$ cat src/rtl/ctrl_sec_bank.sv
module ctrl_sec_bank #(
  parameter bit HAS_FPU = 1'b1,
  parameter bit HAS_SEC = 1'b1,
  parameter bit IS_V8   = 1'b1,
  parameter int NUM_W   = 8,
  parameter int DATA_W  = 32,
  parameter logic [NUM_W-1:0] CUR_NUM = 8'h14,
  parameter logic [NUM_W-1:0] NSA_NUM = 8'h94
) (
  input  logic              clk,
  input  logic              rst_n,
  input  logic              sec_i,
  input  logic              priv_i,
  input  logic              handler_i,
  input  logic              cp10_ns_i,
  input  logic              wr_en_i,
  input  logic [NUM_W-1:0]  reg_num_i,
  input  logic [DATA_W-1:0] wr_data_i,
  output logic [DATA_W-1:0] rd_data_o
);
  localparam int B_NPRIV = 0;
  localparam int B_SPSEL = 1;
  localparam int B_FPCA  = 2;
  localparam int B_SFPA  = 3;

  logic s_npriv, s_spsel, ns_npriv, ns_spsel, fp_ctx, fp_sec;

  logic sec, hit_cur, hit_nsa, wr_cur, wr_nsa, spsel_ok, fpca_cur_ok;

  assign sec         = HAS_SEC && sec_i;
  assign hit_cur     = reg_num_i == CUR_NUM;
  assign hit_nsa     = HAS_SEC && (reg_num_i == NSA_NUM);
  assign wr_cur      = wr_en_i && hit_cur;
  assign wr_nsa      = wr_en_i && hit_nsa && sec && priv_i;
  assign spsel_ok    = priv_i && (IS_V8 || !handler_i);
  assign fpca_cur_ok = priv_i && HAS_FPU && (sec || !HAS_SEC || cp10_ns_i);

  always_ff @(posedge clk or negedge rst_n) begin
    if (!rst_n) begin
      s_npriv  <= 1'b0;
      s_spsel  <= 1'b0;
      ns_npriv <= 1'b0;
      ns_spsel <= 1'b0;
      fp_ctx   <= 1'b0;
      fp_sec   <= 1'b0;
    end else if (wr_cur) begin
      if (priv_i) begin
        if (sec) s_npriv  <= wr_data_i[B_NPRIV];
        else     ns_npriv <= wr_data_i[B_NPRIV];
      end
      if (spsel_ok) begin
        if (sec) s_spsel  <= wr_data_i[B_SPSEL];
        else     ns_spsel <= wr_data_i[B_SPSEL];
      end
      if (HAS_FPU && sec) fp_sec <= wr_data_i[B_SFPA];
      if (fpca_cur_ok)    fp_ctx <= wr_data_i[B_FPCA];
    end else if (wr_nsa) begin
      ns_npriv <= wr_data_i[B_NPRIV];
      ns_spsel <= wr_data_i[B_SPSEL];
      if (HAS_FPU && cp10_ns_i) fp_ctx <= wr_data_i[B_FPCA];
    end
  end

  logic ctx_v, sfp_v;
  assign ctx_v = HAS_FPU && fp_ctx;
  assign sfp_v = HAS_FPU && fp_sec;

  always_comb begin
    rd_data_o = '0;
    if (hit_cur) begin
      rd_data_o[B_FPCA] = ctx_v;
      if (sec) begin
        rd_data_o[B_NPRIV] = s_npriv;
        rd_data_o[B_SPSEL] = s_spsel;
        rd_data_o[B_SFPA]  = sfp_v;
      end else begin
        rd_data_o[B_NPRIV] = ns_npriv;
        rd_data_o[B_SPSEL] = ns_spsel;
      end
    end else if (hit_nsa && sec) begin
      rd_data_o[B_NPRIV] = ns_npriv;
      rd_data_o[B_SPSEL] = ns_spsel;
      rd_data_o[B_FPCA]  = ctx_v;
    end
  end

  a_r3_ns_hides_sfpa: assert property (@(posedge clk) disable iff (!rst_n)
    (!sec && hit_cur) |-> !rd_data_o[B_SFPA]);

  a_r4_nsa_zero_from_ns: assert property (@(posedge clk) disable iff (!rst_n)
    (!sec && hit_nsa) |-> (rd_data_o == '0));

  a_r5_unpriv_keeps_fields: assert property (@(posedge clk) disable iff (!rst_n)
    (wr_en_i && !priv_i) |=> ($stable(s_npriv) && $stable(ns_npriv) &&
                              $stable(s_spsel) && $stable(ns_spsel) && $stable(fp_ctx)));

  a_r6_ns_keeps_sfpa: assert property (@(posedge clk) disable iff (!rst_n)
    (wr_en_i && !sec) |=> $stable(fp_sec));

  a_r9_v7_handler_spsel: assert property (@(posedge clk) disable iff (!rst_n)
    (!IS_V8 && wr_en_i && handler_i) |=> ($stable(s_spsel) && $stable(ns_spsel)));

  a_r10_nofpu_flags_zero: assert property (@(posedge clk) disable iff (!rst_n)
    !HAS_FPU |-> (rd_data_o[B_FPCA] == 1'b0 && rd_data_o[B_SFPA] == 1'b0));

  a_r12_other_num_quiet: assert property (@(posedge clk) disable iff (!rst_n)
    (!hit_cur && !hit_nsa) |-> (rd_data_o == '0));
endmodule

$ cat config.mk
export PLATFORM = sky130hd
export DESIGN_NAME = ctrl_sec_bank
export DESIGN_NICKNAME = d
export VERILOG_FILES = /design/src/rtl/ctrl_sec_bank.sv
export SDC_FILE = /design/constraint.sdc
export NUM_CORES = 1
export LEC_CHECK = 0
export CORE_AREA = 3 3 56 58
export CTS_CLUSTER_SIZE = 10
export DETAILED_ROUTE_END_ITERATION = 10
export DIE_AREA = 0 0 59 61
export GPL_TIMING_DRIVEN = 0
export PLACE_DENSITY = 0.73
export SYNTH_ARGS = -nofsm -noshare
export SYNTH_HDL_FRONTEND = slang
export SYNTH_SLANG_ARGS = --single-unit
$ cat constraint.sdc
create_clock -name clk -period 1.4 [get_ports clk]
set_clock_uncertainty 0.05 [all_clocks]
set_input_delay 0.14 -clock clk [delete_from_list [all_inputs] [get_ports clk]]
set_output_delay 0.14 -clock clk [all_outputs]
set_load 0.005 [all_outputs]
* Word-level counts from Yosys, hierarchy flattened
Index checks and enable logic that the tools add are counted.
** Word-level totals
- Bits of input ports :: 47
- Register bits after elaboration :: 6
** Cells by class
- Muxes and demuxes :: 17
- Equality and inequality tests :: 5
- Reductions and logical operators :: 13
** Operator list (number)
- two-way mux 1 bit :: 14
- AND reduction 3 bit :: 3
- equality test 8 x 5 -> 1 bit (second input constant) :: 1
- equality test 8 bit (second input constant) :: 1
- logical AND 1 bit :: 6
- two-way mux 3 bit :: 2
- != test 2 bit (second input constant) :: 2
- nonzero test 2 bit :: 2
- two-way mux 2 bit :: 1
- != test 2 x 1 -> 1 bit (second input constant) :: 1
- AND reduction 2 bit :: 1
- logical OR 1 bit :: 1

* Depth between registers and ports, before layout
Gate-level depths: netlist of run 1.
- Word-level depth :: 6
- Mapped depth :: 4
- Gate-level depth less buffers :: 4

* Least setup slack after synthesis of run 1
Ideal clock, no wire load.
- Path type :: input to register
- From :: input reg_num_i[6]
- To :: register ns_npriv
- Arrival time :: 1459 ps
- Stages :: 4
- Path slack :: -234 ps
- Cells stage by stage :: or4b_4 > nor4b_4 > nand4_1 > mux2_2
** Between the ends
- Longest elaborated chain between the ends :: 6
- Elaborated cells on any way between the ends :: 11
** RTL lines
- start: declaration :: RTL line 17 : input logic [NUM_W-1:0] reg_num_i,
- equality test 8 bit :: RTL line 32 : assign hit_nsa = HAS_SEC && (reg_num_i == NSA_NUM);
- logical AND 1 bit (3 in a row) :: RTL line 34 : assign wr_nsa = wr_en_i && hit_nsa && sec && priv_i;
- nonzero test 2 bit (no line)
- AND reduction 3 bit (no line)
- end signal: assignment :: RTL line 49 : else ns_npriv <= wr_data_i[B_NPRIV];
- end signal: assignment :: RTL line 58 : ns_npriv <= wr_data_i[B_NPRIV];
- end: declaration :: RTL line 26 : logic s_npriv, s_spsel, ns_npriv, ns_spsel, fp_ctx, fp_sec;
Several ways; a longest one is shown, not always the timed one.
A chain may end at the register's enable or synchronous reset.

* Final worst setup path of run 1
- From :: input reg_num_i[6]
- To :: register s_npriv
** Between the ends
- Longest elaborated chain between the ends :: 3
** RTL lines
- equality test 8 x 5 -> 1 bit :: RTL line 31 : assign hit_cur = reg_num_i == CUR_NUM;
- logical AND 1 bit :: RTL line 33 : assign wr_cur = wr_en_i && hit_cur;
- AND reduction 3 bit (no line)
- end signal: assignment :: RTL line 48 : if (sec) s_npriv <= wr_data_i[B_NPRIV];
- end: declaration :: RTL line 26
No other way between the ends.

==> results of run 1 <==
[layout by cell type, fill, tap and decap left out, types with 2 or more instances in the layout]
| cell | n |
|---|---|
| buf_6 | 5 |
| buf_2 | 5 |
| nor2b_4 | 2 |
| dfrtp_1 | 6 |
| mux2_2 | 6 |
| clkdlybuf4s50_1 | 12 |
| conb_1 | 28 |
| clkbuf_4 | 3 |
| nand4_1 | 3 |
| buf_4 | 33 |
[metal layers]
layer  track usage, %  vias up  part of all wire [%]
met1             6.87      227                    30
met4             3.24        0                   1.8
met3             2.34        4                    12
met5                0        -                     0
li1                 -      263                     -
met2             14.2       40                    56
[worst max-delay path, stage by stage]
cell	delay (ns)
buf_6	0.09
or4b_4	0.53
nor4b_4	0.25
buf_4	0.17
buf_6	0.09
buf_6	0.09
nand4_1	0.16
mux2_4	0.34
[through the flow]
stage | area [um2] | worst slack (ns)
6_report | 1020 | -0.395
5_1_grt | 1020 | -0.437
4_1_cts | 970 | -0.446
3_5_place_dp | 931 | -1.02
3_3_place_gp | 931 | -1.02
2_1_floorplan | 682 | -0.231
[final cells by class]
| class | instances | share of cell area (%) |
|---|---|---|
| plain buffers | 28 | 20.7 |
| clock buffers | 3 | 2.21 |
| inverters | 1 | 0.369 |
| multi-input cells | 51 | 33.8 |
| flip-flops and latches | 6 | 14.8 |
| well taps | 31 | 3.81 |
| repair buffers | 28 | 24.4 |
[flip-flops by register name, indices dropped and copies added, names as in the netlist]
| register | flops |
|---|---|
| ctx_v | 1 |
| fp_sec | 1 |
| ns_npriv | 1 |
| ns_spsel | 1 |
| s_npriv | 1 |
| s_spsel | 1 |
[repair_timing]
item | in CTS | in global routing
hold buffers | 0 | 0
endpoints found under the setup margin | 10 | 10
setup buffers | 5 | 3
resized for setup | 34 | 6
pin swaps | 4 | 2
[cell families (layout without fill, tap and decap cells)]
| family | after synthesis | after routing |
|---|---|---|
| compound gates | 3 | 3 |
| xor+xnor | 1 | 1 |
| fa+ha+maj | 1 | 1 |
| buf+inv | 29 | 60 |
| flops | 6 | 6 |
| mux | 7 | 7 |
| other cells | 1 | 28 |
| simple gates | 11 | 11 |
[path summary, 6_finish.rpt]
check	end	slack, ns	from	cells after the start
hold reg to reg	fp_sec	0.44	fp_sec	1
min in group clk	fp_sec	0.44	fp_sec	1
setup reg to reg	ns_spsel	0.56	ns_spsel	1
hold / removal	ctx_v	0.10	rst_n	1
setup / recovery	s_npriv	-0.39	reg_num_i[6]	8
max in group asynchronous	ns_npriv	0.97	rst_n	1
[cell usage after synthesis, drive strengths merged]
library cell	n
nor4b	1
xnor2	1
conb	1
mux2	7
nor2	1
maj3	1
inv	1
dfrtp	6
or4b	1
nand4	3
and3	1
buf	28
nor2b	3
o211a	1
a22oi	2
nand3	1
[where the power goes]
part / switching, mW / internal, mW / total, mW
logic: 0.0564 / 0.102 / 0.158
registers: 0.00257 / 0.178 / 0.181
clock network: 0.0602 / 0.0969 / 0.157
total: 0.119 / 0.377 / 0.496
==> summary.md, run 1 <==
| Metric | Value |
|---|---|
| Outcome | complete, but fails checks |
| Failing checks | negative setup slack |
| CTS HTree Levels | 1 |
| Synth top area cells | buf_4, dfrtp_1, mux2_2, nor4b_4, nand4_1 |
| Antenna violations before repair | 0 |
| Placed Instances | 138 |
| Mapped Avg Cell Area | 9.84 um2 |
| Initial Util | 21.4% |
| Antenna cells | 0 |
| Leakage | 0.569 nW |
| Share of cells above drive strength 1 | 50.4% |
| Simple-gate share of the synthesized area | 15.5% |
| Skew-Pair Late Insertion Delay | 0.24 ns |
| GP Congestion | 0.609 |
| Final cell count without fillers | 148 |
| Largest net degree at the start of global routing | 7 |
| Hold Vio Cnt, Final | 0 |
| Clk sinks | 6 |
| Gr usage total | 7.27% |
| Power consumption | 496 uW |
| CTS tree | done |
| Area Growth Syn to Fin | 75.2% |
| Worst Slack Setup Final | -0.395 ns |
| Unique masters post-synth | 16 |
| FF+latch area | 150 um2 |
| CTS buffer count | 3 |
| Cell area power density | 488 nW/um2 |
| Largest area contributor in the netlist | buf_4 |
| Worst setup SP type | primary input |
| Hold Slack | 0.102 ns |
| Crit Path Max Fanout | 4 |
| Max-Cap Viols | 0 |
| Post-layout net count | 166 |
| Hpwl dp | 1180 um |
| Die Area | 3600 um2 |
| Syn Inst Count | 59 |
| Die W | 59 um |
| Final Util | 37.5% |
| Clk buf depth | 2 |
| Final max-slew violation count | 0 |
| Worst Setup End Kind | flop |
| Synth top area share | 36.2% |
| Root Buffer | clkbuf_4 |
| DRC | 0 |
| Top Ports | 79 |
| Synthesis warning total | 0 |
| Main combinational cell family by area after synthesis | buffers and inverters |
| Vias per std cell | 3.61 |
| Post-synthesis compound-gate area fraction | 4.31% |
| First-pass GRT wire length | 2020 um |
| Post-synthesis mux area share | 13.6% |
| Tcrit/Tclk final | 128% |
| Rows | 19 |
| Vias in the first global route | 494 |
| Post-layout min period | 1.79 ns |
| Die extent in y | 61 um |
| Post-route ant nets | 0 |
| # fillers | 283 |
| Wire per inst | 9.56 um |
| CP arrival | 1.86 ns |
| Via count | 534 |
| Worst Path Required | 1.47 ns |
| Worst vdd ir | 0.000456 V |
| Drt total wl | 1420 um |
| Synth Cell Area | 581 um2 |
| Fin Setup TNS | -2.97 ns |
| Post-Synth XOR/XNOR Area | 1.51% |
| Port bufs | 21 |
| Pre-antenna DRT Iters | 4 |
| Post-synthesis adder-cell area fraction | 1.72% |
| Worst min path class | in -> async |
| Worst-path clk slew | 0.05 ns |
| Core box area | 2710 um2 |
| Overflow after GRT | 0 |
| Initial DRC count | 12 |
| Sequential fraction of the synthesis area | 25.9% |
| Highest clock rate | 557 MHz |
| Unrepaired setup endpoints after global routing | true |
| Multi-input combinational cell area | 344 um2 |
| Flops & latches, synth | 6 |
| Critical path class | in -> reg |
| Final setup fails | 10 |
(Power assumes the default switching activity.)
==> inputs of run 2 (changes only) <==
--- a/config.mk
+++ b/config.mk
@@ -5,12 +5,14 @@
 export SDC_FILE = /design/constraint.sdc
 export NUM_CORES = 1
 export LEC_CHECK = 0
+export CAP_MARGIN = 25
 export CORE_AREA = 3 3 56 58
 export CTS_CLUSTER_SIZE = 10
 export DETAILED_ROUTE_END_ITERATION = 10
 export DIE_AREA = 0 0 59 61
 export GPL_TIMING_DRIVEN = 0
 export PLACE_DENSITY = 0.73
+export SLEW_MARGIN = 20
 export SYNTH_ARGS = -nofsm -noshare
 export SYNTH_HDL_FRONTEND = slang
 export SYNTH_SLANG_ARGS = --single-unit
==> results of run 2 <==
No change in the layout: final DEF, timing and power equal those of run 1.
==> inputs of run 3 (changes only) <==
--- a/config.mk
+++ b/config.mk
@@ -7,11 +7,11 @@
 export LEC_CHECK = 0
 export CAP_MARGIN = 25
 export CORE_AREA = 3 3 56 58
-export CTS_CLUSTER_SIZE = 10
 export DETAILED_ROUTE_END_ITERATION = 10
 export DIE_AREA = 0 0 59 61
 export GPL_TIMING_DRIVEN = 0
 export PLACE_DENSITY = 0.73
+export SKIP_LAST_GASP = 1
 export SLEW_MARGIN = 20
 export SYNTH_ARGS = -nofsm -noshare
 export SYNTH_HDL_FRONTEND = slang
==> results of run 3 <==
No change in the layout: final DEF, timing and power equal those of run 1.
Main changes from that run: number of gates resized after CTS 34 -> 31
